<file path="config.mk">
export PLATFORM = sky130hd
export DESIGN_NAME = sfsar_ctrl
export DESIGN_NICKNAME = d
export VERILOG_FILES = /design/src/rtl/sfsar_pkg.sv /design/src/rtl/sfsar_seq.sv /design/src/rtl/sfsar_trial.sv /design/src/rtl/sfsar_result.sv /design/src/rtl/sfsar_ctrl.sv
export SDC_FILE = /design/constraint.sdc
export NUM_CORES = 1
export LEC_CHECK = 0
export BUFFER_PORTS_ARGS = -buffer_cell sky130_fd_sc_hd__buf_2
export CAP_MARGIN = 20
export CORE_MARGIN = 1.5
export CORE_UTILIZATION = 59
export DETAILED_ROUTE_END_ITERATION = 10
export MAX_ROUTING_LAYER = met4
export PLACE_DENSITY = 0.84
export SYNTH_ARGS = -nofsm -noshare
export SYNTH_HDL_FRONTEND = slang
export SYNTH_SLANG_ARGS = --single-unit
</file>
<file path="constraint.sdc">
create_clock -name clk -period 4.15 [get_ports clk]
set_input_delay 0.83 -clock clk [delete_from_list [all_inputs] [get_ports clk]]
set_output_delay 0.83 -clock clk [all_outputs]
set_load 0.01 [all_outputs]
</file>
<file path="src/rtl/sfsar_pkg.sv">
package sfsar_pkg;

    localparam int unsigned CODE_W = 8;
    localparam int unsigned MAG_W  = CODE_W - 1;
    localparam int unsigned RES_W  = $clog2(CODE_W);
    localparam int unsigned POS_W  = $clog2(MAG_W);

    typedef enum logic [1:0] {
        PH_IDLE,
        PH_PURGE,
        PH_SIGN,
        PH_MAG
    } phase_e;

    typedef logic [MAG_W-1:0] mag_t;

    typedef struct packed {
        logic sign;
        mag_t mag;
    } code_t;

    // Mask of the top nmag magnitude positions.
    function automatic mag_t keep_mask(input logic [RES_W-1:0] nmag);
        mag_t m;
        m = '0;
        for (int i = 0; i < int'(MAG_W); i++) begin
            if (i < int'(nmag)) begin
                m[MAG_W-1-i] = 1'b1;
            end
        end
        return m;
    endfunction

    // Lowest magnitude bit position that is searched for nmag bits.
    function automatic logic [POS_W-1:0] low_pos(input logic [RES_W-1:0] nmag);
        return POS_W'(int'(MAG_W) - int'(nmag));
    endfunction

    // Tracked code to true code: a negative sign means the bits were tracked inverted.
    function automatic code_t to_output(input code_t trk, input mag_t mask);
        code_t o;
        o.sign = trk.sign;
        o.mag  = (trk.sign ? trk.mag : ~trk.mag) & mask;
        return o;
    endfunction

endpackage

</file>
<file path="src/rtl/sfsar_seq.sv">
module sfsar_seq
    import sfsar_pkg::*;
(
    input  logic             clk,
    input  logic             rst,
    input  logic             start_i,
    input  logic             strobe_i,
    input  logic [RES_W-1:0] res_i,
    output phase_e           phase_o,
    output logic             accept_o,
    output logic             sign_dec_o,
    output logic             mag_dec_o,
    output logic             last_o,
    output logic             finish_o,
    output logic [POS_W-1:0] pos_o,
    output logic [RES_W-1:0] nmag_o
);

    phase_e           phase_q;
    logic [POS_W-1:0] pos_q;
    logic [RES_W-1:0] nmag_q;

    always_comb begin
        accept_o   = (phase_q == PH_IDLE) && start_i;
        sign_dec_o = (phase_q == PH_SIGN) && strobe_i;
        mag_dec_o  = (phase_q == PH_MAG) && strobe_i;
        last_o     = (pos_q == low_pos(nmag_q));
        finish_o   = (sign_dec_o && (nmag_q == '0)) || (mag_dec_o && last_o);
    end

    always_ff @(posedge clk) begin
        if (rst) begin
            phase_q <= PH_IDLE;
            pos_q   <= '0;
            nmag_q  <= '0;
        end else begin
            case (phase_q)
                PH_IDLE: begin
                    if (start_i) begin
                        phase_q <= PH_PURGE;
                        nmag_q  <= res_i;
                    end
                end
                PH_PURGE: begin
                    phase_q <= PH_SIGN;
                end
                PH_SIGN: begin
                    if (strobe_i) begin
                        if (nmag_q == '0) begin
                            phase_q <= PH_IDLE;
                        end else begin
                            phase_q <= PH_MAG;
                            pos_q   <= POS_W'(MAG_W - 1);
                        end
                    end
                end
                PH_MAG: begin
                    if (strobe_i) begin
                        if (last_o) begin
                            phase_q <= PH_IDLE;
                        end else begin
                            pos_q <= pos_q - 1'b1;
                        end
                    end
                end
                default: phase_q <= PH_IDLE;
            endcase
        end
    end

    assign phase_o = phase_q;
    assign pos_o   = pos_q;
    assign nmag_o  = nmag_q;

endmodule

</file>
<file path="src/rtl/sfsar_trial.sv">
module sfsar_trial
    import sfsar_pkg::*;
(
    input  logic             clk,
    input  logic             rst,
    input  logic             accept_i,
    input  logic             sign_dec_i,
    input  logic             mag_dec_i,
    input  logic             last_i,
    input  logic             cmp_i,
    input  logic [POS_W-1:0] pos_i,
    input  logic [RES_W-1:0] nmag_i,
    output mag_t             dac_o,
    output logic             flip_o,
    output code_t            final_o
);

    code_t trk_q;
    logic  flip_q;

    always_ff @(posedge clk) begin
        if (rst) begin
            trk_q  <= '0;
            flip_q <= 1'b0;
        end else if (accept_i) begin
            trk_q  <= '0;
            flip_q <= 1'b0;
        end else if (sign_dec_i) begin
            trk_q.sign <= cmp_i;
            flip_q     <= ~cmp_i;
            if (nmag_i != '0) begin
                trk_q.mag[MAG_W-1] <= 1'b1;
            end
        end else if (mag_dec_i) begin
            trk_q.mag[pos_i] <= cmp_i;
            if (!last_i) begin
                trk_q.mag[pos_i - 1'b1] <= 1'b1;
            end
        end
    end

    // Tracked code including the decision being taken this cycle.
    always_comb begin
        final_o = trk_q;
        if (sign_dec_i) begin
            final_o.sign = cmp_i;
        end
        if (mag_dec_i) begin
            final_o.mag[pos_i] = cmp_i;
        end
    end

    assign dac_o  = trk_q.mag;
    assign flip_o = flip_q;

endmodule

</file>
<file path="src/rtl/sfsar_result.sv">
module sfsar_result
    import sfsar_pkg::*;
(
    input  logic              clk,
    input  logic              rst,
    input  logic              accept_i,
    input  logic              finish_i,
    input  code_t             final_i,
    input  logic [RES_W-1:0]  nmag_i,
    input  mag_t              thr_i,
    output logic [CODE_W-1:0] data_o,
    output logic              valid_o,
    output logic              spike_o,
    output logic              res_bank_o,
    output logic              samp_bank_o
);

    code_t data_q;
    logic  conv_bank_q;
    logic  samp_bank_q;
    logic  valid_q;
    logic  spike_q;
    logic  res_bank_q;

    always_ff @(posedge clk) begin
        if (rst) begin
            data_q      <= '0;
            valid_q     <= 1'b0;
            spike_q     <= 1'b0;
            res_bank_q  <= 1'b0;
            conv_bank_q <= 1'b0;
            samp_bank_q <= 1'b0;
        end else begin
            valid_q <= finish_i;
            spike_q <= finish_i && (final_i.mag >= thr_i);
            if (finish_i) begin
                data_q     <= to_output(final_i, keep_mask(nmag_i));
                res_bank_q <= conv_bank_q;
            end
            if (accept_i) begin
                conv_bank_q <= samp_bank_q;
                samp_bank_q <= ~samp_bank_q;
            end
        end
    end

    assign data_o      = data_q;
    assign valid_o     = valid_q;
    assign spike_o     = spike_q;
    assign res_bank_o  = res_bank_q;
    assign samp_bank_o = samp_bank_q;

endmodule

</file>
<file path="src/rtl/sfsar_ctrl.sv">
module sfsar_ctrl
    import sfsar_pkg::*;
(
    input  logic              clk,
    input  logic              rst,
    input  logic              start_i,
    input  logic              strobe_i,
    input  logic              cmp_i,
    input  logic [RES_W-1:0]  res_i,
    input  logic [MAG_W-1:0]  thr_i,
    output logic [MAG_W-1:0]  dac_o,
    output logic              flip_o,
    output logic              purge_o,
    output logic              samp_bank_o,
    output logic [CODE_W-1:0] data_o,
    output logic              valid_o,
    output logic              res_bank_o,
    output logic              spike_o
);

    phase_e           phase;
    logic             accept;
    logic             sign_dec;
    logic             mag_dec;
    logic             last;
    logic             finish;
    logic [POS_W-1:0] pos;
    logic [RES_W-1:0] res_q;
    code_t            final_code;
    logic             busy;

    sfsar_seq u_seq (
        .clk        (clk),
        .rst        (rst),
        .start_i    (start_i),
        .strobe_i   (strobe_i),
        .res_i      (res_i),
        .phase_o    (phase),
        .accept_o   (accept),
        .sign_dec_o (sign_dec),
        .mag_dec_o  (mag_dec),
        .last_o     (last),
        .finish_o   (finish),
        .pos_o      (pos),
        .nmag_o     (res_q)
    );

    sfsar_trial u_trial (
        .clk        (clk),
        .rst        (rst),
        .accept_i   (accept),
        .sign_dec_i (sign_dec),
        .mag_dec_i  (mag_dec),
        .last_i     (last),
        .cmp_i      (cmp_i),
        .pos_i      (pos),
        .nmag_i     (res_q),
        .dac_o      (dac_o),
        .flip_o     (flip_o),
        .final_o    (final_code)
    );

    sfsar_result u_result (
        .clk         (clk),
        .rst         (rst),
        .accept_i    (accept),
        .finish_i    (finish),
        .final_i     (final_code),
        .nmag_i      (res_q),
        .thr_i       (thr_i),
        .data_o      (data_o),
        .valid_o     (valid_o),
        .spike_o     (spike_o),
        .res_bank_o  (res_bank_o),
        .samp_bank_o (samp_bank_o)
    );

    assign purge_o = (phase == PH_PURGE);
    assign busy    = (phase != PH_IDLE);

endmodule

</file>
==> results by group <==
CTS
  • Clock Latency Late Sink: about 0.34 ns
  • CTS H-tree lvls: 2
  • Root buf cell: clkbuf_4
  • Number of setup buffers added after CTS: 0
  • Clock buffer depth: 2
  • Clock transition at path regs: 0.10 ns
  • Number of buffers created by CTS: 5
  • TritonCTS clock tree: done
  • Hold-fix buffers, CTS: 0
  • Cts repair resizes: 0
  • Clk sinks: 30

Outcome
  • Outcome: finished, final reports clean

Worst setup path
  • CP top delay family: compound AO/OA/AOI/OAI gates
  • Crit. End Element: flip-flop
  • Critical-path cell list: buf_2 > and3_1 > buf_4 > nand2_1 > mux2i_2 > ha_1 > nand2b_1 > a211oi_1 > o21ai_0 > a211oi_1 > nor4_1
  • Slowest stage cell, crit path: mux2i_2
  • Reg2Reg Launch Point: u_seq.phase_o[0]$_SDFFE_PP0P_
  • Crit path launch type: input port
  • Buffers plus inverters on the worst setup path: 2
  • Crit-path max FO: 17
  • Critical Path Start: strobe_i
  • Type of the worst setup path: in2reg
  • CP most frequent cell: a211oi_1
  • Worst path max stage delay: about 0.26 ns
  • CP Data Arrival Time: 2.78 ns
  • Data required time of the worst path: about 4.4 ns

Floorplan
  • Die Y: 59.2 microns
  • IO Pins: 36
  • Starting Density: between 60% and 70%
  • Core region area: 0.00303 sq mm
  • Die ar.: roughly 0.0035 sq mm
  • Cell row count: 20
  • Die X: around 59 microns

Timing
  • Hold Fails Final Rpt: 0
  • Final slew viol count: 0
  • Worst slew pin tran: ~0.75 ns
  • Post-Route Setup TNS: 0 ns
  • RSZ-0062 raised after global routing: false
  • Clk_skew: 0.00819 ns
  • Final period util: 61.7%
  • Final setup vio count: 0
  • Final min period: ~2.6 ns
  • Worst Hold Slack: approximately 0.46 ns
  • Max-slew headroom: around 50%
  • Fmax achieved: between 300 and 400 MHz

Logic synthesis
  • Most common cell in the synthesized netlist: dfxtp_1
  • Synth Area per Inst: 9.18 sq um
  • Top_reg_cell synth: dfxtp_1
  • FF+latch count, synth: 30
  • Synthesized instance count: just over 200
  • Synth area leaders: dfxtp_1, mux2i_1, ha_1, buf_4, nor2_1
  • Sequential fraction of the synthesis area: approximately a third
  • Distinct cell type count of the synthesized netlist: 49
  • Async S/R FF share, synth: 0%
  • Post-Syn Area: 0.00186 sq mm
  • Synthesis warning total: 0
  • Largest area contributor in the netlist: dfxtp_1
  • Synth top area share: between 30% and 40%
  • Syn Nets: between 200 and 250
  • Number of flops mapped to enable cells by yosys: 0
  • Synth cell count leaders: dfxtp_1, nor2_1, buf_4

Route
  • DR iter-0 viols: 73
  • WL final: roughly 3800 microns
  • Routed WL per cell: approximately 14 microns
  • Via/cell ratio: 5.61
  • DRC violations left: 0
  • ANT nets after route: 0
  • Drt pass-1 iters: 4
  • Vias: roughly 1500

Placement
  • Placed Instances: approximately 260
  • Port buffer count: 35
  • Hpwl dp: roughly 2700 microns
  • Gpl congestion: between 0.8 and 0.9

Finish
  • Nets: between 200 and 250
  • Finished Layout Cells: 270
  • Ant. Diodes: 0
  • Synth-to-Final Area Change: 11.6%
  • Layout cells sized above 1: 29.6%
  • FILL cells: 239

Global routing
  • Gr ovfl total: 0
  • Global-route wire length before repair: approximately 6000 microns
  • Gr usage total: around a quarter
  • Vias in the first global route: roughly 1300
  • Pin count of the biggest net entering global routing: 19
  • Initial antenna violation count: 0

Job
  • Max-Cap Viols: 0

Min path
  • Hold crit path type: reg2reg
  • Hold_sp: u_result.res_bank_o$_SDFFE_PP0P_

Power
  • Pleak: 0.898 nW
  • Worst vdd ir: 0.000219 V
  • Pwr dens: between 300 and 400 mW/mm^2
==> sequential cells by signal, indices dropped and copies added (netlist names) <==
| register | count |
|---|---|
| u_result.data_o | 8 |
| u_trial.dac_o | 7 |
| u_seq.nmag_o | 3 |
| u_seq.pos_o | 3 |
| u_seq.phase_o | 2 |
| u_result.conv_bank_q | 1 |
| u_result.res_bank_o | 1 |
| u_result.samp_bank_o | 1 |
| u_result.spike_o | 1 |
| u_result.valid_o | 1 |
| u_trial.flip_o | 1 |
| u_trial.trk_q | 1 |
==> worst paths after layout <==
| path | endpoint | slack, ns | cells past startpoint |
|---|---|---|---|
| max reg2reg | u_result.spike_o$_SDFF_PP0_ | 1.61 | 10 |
| min | u_result.res_bank_o$_SDFFE_PP0P_ | 0.46 | 2 |
| max | u_result.spike_o$_SDFF_PP0_ | 1.59 | 11 |
| min reg2reg | u_result.res_bank_o$_SDFFE_PP0P_ | 0.46 | 2 |
==> worst min-delay path, stage by stage (launching register included) <==
cell	delay [ns]
dfxtp_1	0.32
nand2_1	0.05
a21oi_1	0.05
==> area by class of cell <==
type                    instances  area (sq um)  area share (%)
multi-input cells             143          1100            52.7
flip-flops and latches         30           601            28.9
repair buffers                 36           183            8.78
clock inverters                 2          60.1            2.89
well taps                      44          55.1            2.65
clock buffers                   6          51.3            2.47
inverters                       9          33.8            1.62
==> layer usage <==
metal  wire, microns  GRT usage (%)
met1            1800           31.8
met2            1800           34.1
met3             133           4.15
met4              74           10.4
met5               0              -
==> power by group <==
part | leakage (nW) | internal (mW) | switching (mW)
Sequential | 0.243 | 0.297 | 0.0179
Clock | 0.0585 | 0.204 | 0.108
Combinational | 0.596 | 0.0408 | 0.0504
==> kinds of logic (layout without fill, tap and decap cells) <==
group | count (synthesis) | in the layout | share of synthesized area, %
XOR/XNOR | 11 | 11 | 5.57
buffers and inverters | 30 | 53 | 8.93
adder cells (fa/ha/maj) | 8 | 8 | 5.37
AND/OR/NAND/NOR | 69 | 69 | 20.9
multiplexers | 18 | 18 | 11.3
flip-flops | 30 | 30 | 32.2
AO/OA/AOI/OAI | 37 | 37 | 15.7
==> cells in the final DEF, fill, tap and decap left out, types with 2 or more instances in the layout <==
cell,netlist,routed
bufinv_16,0,2
a21oi_1,5,5
nor3b_1,2,2
dfxtp_1,30,30
buf_2,4,35
clkbuf_4,0,5
nand2_1,12,12
a22o_1,2,2
mux2_4,2,2
nor2_2,3,3
o21ai_0,4,4
xor2_1,3,3
mux2_2,3,3
o21a_1,2,2
nor4_1,3,3
or2_2,2,2
mux2i_1,11,11
nor3_1,2,2
xnor2_1,7,7
a31oi_1,2,2
nor4b_1,2,2
a211oi_1,6,6
o22ai_1,4,4
o311ai_0,2,2
nor3b_2,4,4
inv_1,9,9
or3_1,2,2
nand3b_1,3,3
a32o_1,4,4
ha_1,8,8
nor2_1,24,24
and2_1,2,2
==> through the flow <==
stage	utilization [%]	cell area (sq um)	setup slack, ns	power, mW
2_1_floorplan	-	1860	1.47	0.391
3_3_place_gp	65.0	1970	1.32	0.410
3_5_place_dp	65.0	1970	1.23	0.412
4_1_cts	68.7	2080	1.60	0.722
5_1_grt	68.7	2080	1.35	0.744
6_report	68.7	2080	1.59	0.718
Note: power is estimated with default switching activity, not from simulation.
